File: src/rtl/xtrig_pkg.sv
package xtrig_pkg;
  localparam int NUM_IN  = 8;
  localparam int NUM_OUT = 8;
  localparam int NUM_CH  = 4;
  localparam int ADDR_W  = 12;
  localparam int DATA_W  = 32;
  localparam int IDX_W   = $clog2((NUM_IN > NUM_OUT) ? NUM_IN : NUM_OUT);

  localparam logic [ADDR_W-1:0] IN_BASE   = 12'h020;
  localparam logic [ADDR_W-1:0] OUT_BASE  = 12'h0A0;
  localparam logic [ADDR_W-1:0] STAT_ADDR = 12'h130;

  typedef enum logic [1:0] {
    RD_NONE,
    RD_INMASK,
    RD_OUTMASK,
    RD_STATUS
  } rdSrc_t;

  typedef struct packed {
    logic [NUM_IN-1:0]  inWr;
    logic [NUM_OUT-1:0] outWr;
    rdSrc_t             rdSrc;
    logic [IDX_W-1:0]   rdIdx;
  } regStb_t;
endpackage

File: src/rtl/xtrig_ctrl.sv
module xtrig_ctrl
  import xtrig_pkg::*;
(
  input  logic [ADDR_W-1:0] busAddr,
  input  logic              busWrEn,
  output regStb_t           stb
);
  localparam logic [ADDR_W-1:0] IN_END  = IN_BASE + ADDR_W'(4 * NUM_IN);
  localparam logic [ADDR_W-1:0] OUT_END = OUT_BASE + ADDR_W'(4 * NUM_OUT);

  logic [ADDR_W-1:0] inOff;
  logic [ADDR_W-1:0] outOff;
  logic              aligned;
  logic              inHit;
  logic              outHit;
  logic              statHit;
  logic [IDX_W-1:0]  inIdx;
  logic [IDX_W-1:0]  outIdx;

  always_comb begin
    inOff   = busAddr - IN_BASE;
    outOff  = busAddr - OUT_BASE;
    inIdx   = inOff[2 +: IDX_W];
    outIdx  = outOff[2 +: IDX_W];
    aligned = (busAddr[1:0] == 2'b00);
    inHit   = aligned && (busAddr >= IN_BASE) && (busAddr < IN_END);
    outHit  = aligned && (busAddr >= OUT_BASE) && (busAddr < OUT_END);
    statHit = (busAddr == STAT_ADDR);

    stb       = '0;
    stb.rdSrc = RD_NONE;
    if (inHit) begin
      stb.rdSrc = RD_INMASK;
      stb.rdIdx = inIdx;
      if (busWrEn) stb.inWr[inIdx] = 1'b1;
    end else if (outHit) begin
      stb.rdSrc = RD_OUTMASK;
      stb.rdIdx = outIdx;
      if (busWrEn) stb.outWr[outIdx] = 1'b1;
    end else if (statHit) begin
      stb.rdSrc = RD_STATUS;
    end
  end
endmodule

File: src/rtl/xtrig_datapath.sv
module xtrig_datapath
  import xtrig_pkg::*;
#(
  parameter int SYNC_STAGES = 2
) (
  input  logic              clk,
  input  logic              rstN,
  input  logic [NUM_IN-1:0] trigIn,
  input  regStb_t           stb,
  input  logic [NUM_CH-1:0] wrMask,
  output logic [NUM_OUT-1:0] trigOut,
  output logic [DATA_W-1:0] rdData
);
  logic [NUM_IN-1:0] syncQ [SYNC_STAGES];
  logic [NUM_IN-1:0] trigLvl;
  logic [NUM_CH-1:0] inMask  [NUM_IN];
  logic [NUM_CH-1:0] outMask [NUM_OUT];
  logic [NUM_CH-1:0] chanAct;

  // input synchroniser chain
  always_ff @(posedge clk or negedge rstN) begin
    if (!rstN) begin
      for (int s = 0; s < SYNC_STAGES; s++) syncQ[s] <= '0;
    end else begin
      syncQ[0] <= trigIn;
      for (int s = 1; s < SYNC_STAGES; s++) syncQ[s] <= syncQ[s-1];
    end
  end
  assign trigLvl = syncQ[SYNC_STAGES-1];

  // per-input channel masks
  for (genvar i = 0; i < NUM_IN; i++) begin : g_inMask
    always_ff @(posedge clk or negedge rstN) begin
      if (!rstN)             inMask[i] <= '0;
      else if (stb.inWr[i])  inMask[i] <= wrMask;
    end
  end

  // per-output channel masks
  for (genvar j = 0; j < NUM_OUT; j++) begin : g_outMask
    always_ff @(posedge clk or negedge rstN) begin
      if (!rstN)             outMask[j] <= '0;
      else if (stb.outWr[j]) outMask[j] <= wrMask;
    end
  end

  // first stage: inputs onto channels
  always_comb begin
    chanAct = '0;
    for (int i = 0; i < NUM_IN; i++) begin
      if (trigLvl[i]) chanAct = chanAct | inMask[i];
    end
  end

  // second stage: channels onto registered outputs
  for (genvar j = 0; j < NUM_OUT; j++) begin : g_out
    always_ff @(posedge clk or negedge rstN) begin
      if (!rstN) trigOut[j] <= 1'b0;
      else       trigOut[j] <= |(outMask[j] & chanAct);
    end
  end

  // read mux
  always_comb begin
    unique case (stb.rdSrc)
      RD_INMASK:  rdData = DATA_W'(inMask[stb.rdIdx]);
      RD_OUTMASK: rdData = DATA_W'(outMask[stb.rdIdx]);
      RD_STATUS:  rdData = DATA_W'(trigLvl);
      default:    rdData = '0;
    endcase
  end
endmodule

File: src/rtl/xtrig_matrix.sv
module xtrig_matrix
  import xtrig_pkg::*;
(
  input  logic        clk,
  input  logic        rstN,
  input  logic [7:0]  trigIn,
  output logic [7:0]  trigOut,
  input  logic [11:0] busAddr,
  input  logic        busWrEn,
  input  logic [31:0] busWrData,
  output logic [31:0] busRdData
);
  regStb_t stb;

  xtrig_ctrl u_ctrl (
    .busAddr (busAddr),
    .busWrEn (busWrEn),
    .stb     (stb)
  );

  xtrig_datapath #(.SYNC_STAGES(2)) u_dp (
    .clk     (clk),
    .rstN    (rstN),
    .trigIn  (trigIn),
    .stb     (stb),
    .wrMask  (busWrData[NUM_CH-1:0]),
    .trigOut (trigOut),
    .rdData  (busRdData)
  );
endmodule

File: config.mk
export PLATFORM = sky130hd
export DESIGN_NAME = xtrig_matrix
export DESIGN_NICKNAME = d
export VERILOG_FILES = /design/src/rtl/xtrig_pkg.sv /design/src/rtl/xtrig_ctrl.sv /design/src/rtl/xtrig_datapath.sv /design/src/rtl/xtrig_matrix.sv
export SDC_FILE = /design/constraint.sdc
export NUM_CORES = 1
export LEC_CHECK = 0
export BUFFER_PORTS_ARGS = -buffer_cell sky130_fd_sc_hd__buf_2
export CAP_MARGIN = 20
export CORE_MARGIN = 1.5
export CORE_UTILIZATION = 43
export DETAILED_ROUTE_END_ITERATION = 10
export GPL_ROUTABILITY_DRIVEN = 0
export GPL_TIMING_DRIVEN = 0
export PLACE_DENSITY = 0.7
export SLEW_MARGIN = 15
export SYNTH_ARGS = -nofsm -noshare
export SYNTH_HDL_FRONTEND = slang
export SYNTH_SLANG_ARGS = --single-unit
File: constraint.sdc
create_clock -name clk -period 5.6 [get_ports clk]
set_clock_uncertainty 0.2 [all_clocks]
set_input_delay 0.56 -clock clk [delete_from_list [all_inputs] [get_ports clk]]
set_output_delay 0.56 -clock clk [all_outputs]
set_load 0.02 [all_outputs]
==> results.ini <==
[setup_path]
critPathMaxFanout=10
critPathKind=in -> out
worstPathArrival_ns=3.05
slowest_stage=o41ai_1
crit_required_ns=4.84
max_stage_delay_ns=0.59
cp_cell_sequence=buf_2 -> or4_1 -> buf_4 -> nor3_4 -> buf_4 -> nor2_1 -> o41ai_1 -> o311ai_1 -> buf_2
endpoint_kind=primary output
critPathLaunchType=primary input

[clock_network]
cts_tree=yes
postCtsSetupRepairBufs=0
clk_pin_slew_ns=0.09
htree_num_levels=3
cts_made_buffers=9
clk_latency_ns=0.37
cts-root-buf=clkbuf_8
clk_path_buf_depth=2
clock_sinks=88

[yosys]
ys_seq_area_frac=0.506
syn_avg_cell_area_um2=11.9
syn-cell-area_um2=4350
yosysUniqueCellTypes=46
synthCells=365
synth-seq-cells=88
synth-warning-count=0

[timing]
slew_headroom=0.513
tns_ns=0
setup_violations=0
tightest_slew_ns=0.725
rsz0062_at_grt=false
hold_viol_final=0
max_freq_mhz=262
finalCritPeriodShare=0.681
post-route-min-period_ns=3.81
slew_violations=0

[pwr]
pwr-share-seq=0.518
power_per_cell_area_nw_per_um2=247
switching_share=0.248
pwr-share-clk=0.406
p_switching_w=0.000312
leakage_nw=2.48
intPower_w=0.000944
ir_drop_v=0.000146
comb_power_share=0.076
power_w=0.00126

[floorplanning]
num_rows=36
initial_core_util=0.445
die_area_um2=10700
fp.dieH_um=104
core_area_um2=9770
die_w_um=104
io-pin-count=95

[layout]
fillers=864
layout-drive-gt1-share=0.361
areaGrowthSynthToFinish_pct=16.7
fin_nets=496
n_antenna_cell=0

[flow_run]
cap_viol_max_count=0

[routing]
drtIter0Drc=467
wirelength_um=11100
wire_per_inst_um=19.1
drc_errors=0
ant_nets=0
avgViaCountPerCell=5.82
dr_total_vias=3372
drt_first_pass_iters=5

[grt]
grt_antenna_before_repair=0
grt_pass1_vias=3309
grt-ovfl-total=0
grt.total_usage=0.217
grt_max_degree=54
grt_pass1_wl_um=18000

[status]
status=finished, final reports clean

[placed_design]
io_buffers=40
dp_hpwl_um=7980

[hold_path]
hp-class=in -> reg

-- registers in the layout, indices dropped and copies added (netlist names) --
name / count
u_dp.outMask: 32
u_dp.inMask: 32
u_dp.syncQ: 8
u_dp.trigLvl: 8
u_dp.trigOut: 8
-- layout make-up --
cell class | instances | area, µm² | area share
buffer | 43 | 260 | 0.0512
clock buffer | 10 | 138 | 0.0271
clock inverter | 6 | 97.6 | 0.0192
inverter | 2 | 7.51 | 0.00148
multi-input combinational | 255 | 1970 | 0.387
sequential | 88 | 2200 | 0.433
tap | 133 | 166 | 0.0328
timing repair buffer | 42 | 240 | 0.0473
-- power by group through the flow --
stage,registers (W),logic (W),clock network [W]
2_1_floorplan,0.000660,0.0000538,0
3_3_place_gp,0.000663,0.0000908,0
3_5_place_dp,0.000663,0.0000941,0
4_1_cts,0.000651,0.0000948,0.000520
5_1_grt,0.000652,0.000104,0.000543
6_report,0.000651,0.0000953,0.000510
-- critical path, delay by kind of cell --
kind	cells	cell delay (ns)
simple gates	3	0.94
compound gates	2	0.81
buf+inv	4	0.75
-- stage by stage --
stage	util	cells	hold slack, ns	instance area, µm²	setup slack, ns
6_report	0.520	579	0.0894	5080	1.79
5_1_grt	0.520	579	0.0695	5080	1.78
2_1_floorplan	-	388	0.0644	4440	2.50
3_5_place_dp	0.495	562	0.137	4830	1.90
3_3_place_gp	0.492	561	0.133	4800	1.89
4_1_cts	0.520	579	0.0767	5080	1.89
-- logic make-up (layout without fill, tap and decap cells) --
family,count (synthesis),in the layout,share of synthesized area
and+or+nand+nor,92,92,0.119
muxes,75,75,0.198
AOI/OAI and AO/OA,64,64,0.114
DFF,88,88,0.506
other,1,24,0.000862
buffers and inverters,45,103,0.0615
-- path summary, 6_finish.rpt --
path                            cells past startpoint  slack (ns)                       from                          to
worst max-delay path                                9        1.79                busAddr[10]                busRdData[3]
worst min-delay path                                1        0.09                  trigIn[2]    u_dp.syncQ[10]$_DFF_PN0_
worst max register to register                      4        3.59  u_dp.trigLvl[3]$_DFF_PN0_   u_dp.trigOut[7]$_DFF_PN0_
worst min register to register                      0        0.15   u_dp.syncQ[13]$_DFF_PN0_   u_dp.trigLvl[5]$_DFF_PN0_
max in group asynchronous                           3        4.11                       rstN  u_dp.inMask[1]$_DFFE_PN0P_
min in group asynchronous                           2        0.49                       rstN   u_dp.trigOut[4]$_DFF_PN0_
-- synth_stat cells, drive strengths merged --
cell type	number	area (µm²)
a211o	1	8.76
a211oi	1	7.51
a21oi	2	10.0
a221oi	5	43.8
a22oi	35	263
a311o	1	10.0
a311oi	1	8.76
a31oi	3	18.8
a32oi	3	26.3
and2	4	25.0
and3	6	37.5
and4b	1	10.0
buf	28	204
clkbuf	15	56.3
conb	1	3.75
dfrtp	88	2200
inv	2	7.51
mux2	68	781
mux2i	6	60.1
mux4	1	22.5
nand2	31	116
nand2b	2	15.0
nand3	4	20.0
nand4	10	62.6
nor2	13	48.8
nor2b	4	25.0
nor3	5	57.6
nor3b	1	7.51
nor4	2	27.5
o211ai	2	15.0
o311ai	2	17.5
o31a	2	17.5
o31ai	2	15.0
o32ai	2	17.5
o41ai	2	17.5
or3	7	48.8
or3b	1	8.76
or4	1	7.51
-- placed cells by master, fill, tap and decap left out, types with 2 or more instances in the layout --
cell type / count
o311ai_1: 2
o41ai_1: 2
bufinv_16: 2
nand2_1: 31
inv_6: 2
conb_1: 24
dfrtp_1: 88
buf_2: 40
a31oi_1: 3
clkbuf_8: 10
a32oi_1: 3
o211ai_1: 2
a21oi_1: 2
nor3_2: 2
mux2i_1: 6
a22oi_1: 35
clkbuf_1: 15
mux2_2: 64
inv_1: 2
o32ai_1: 2
buf_4: 27
nor2b_1: 4
and3_1: 6
nor3_4: 2
o31ai_1: 2
mux2_4: 4
nand3_1: 4
and2_1: 4
a221oi_1: 5
nor2_1: 13
or3_1: 6
o31a_1: 2
nand4_1: 10
-- metal layers --
metal,track usage,wire (µm)
met5,0,0
met4,0.0903,478
met3,0.0598,903
met2,0.340,5150
met1,0.283,4520
-- timing repair --
item	CTS	global route
endpoints found under the hold margin	35	0
hold buffers	1	0
gates resized for setup	0	0
(Power assumes the default switching activity.)
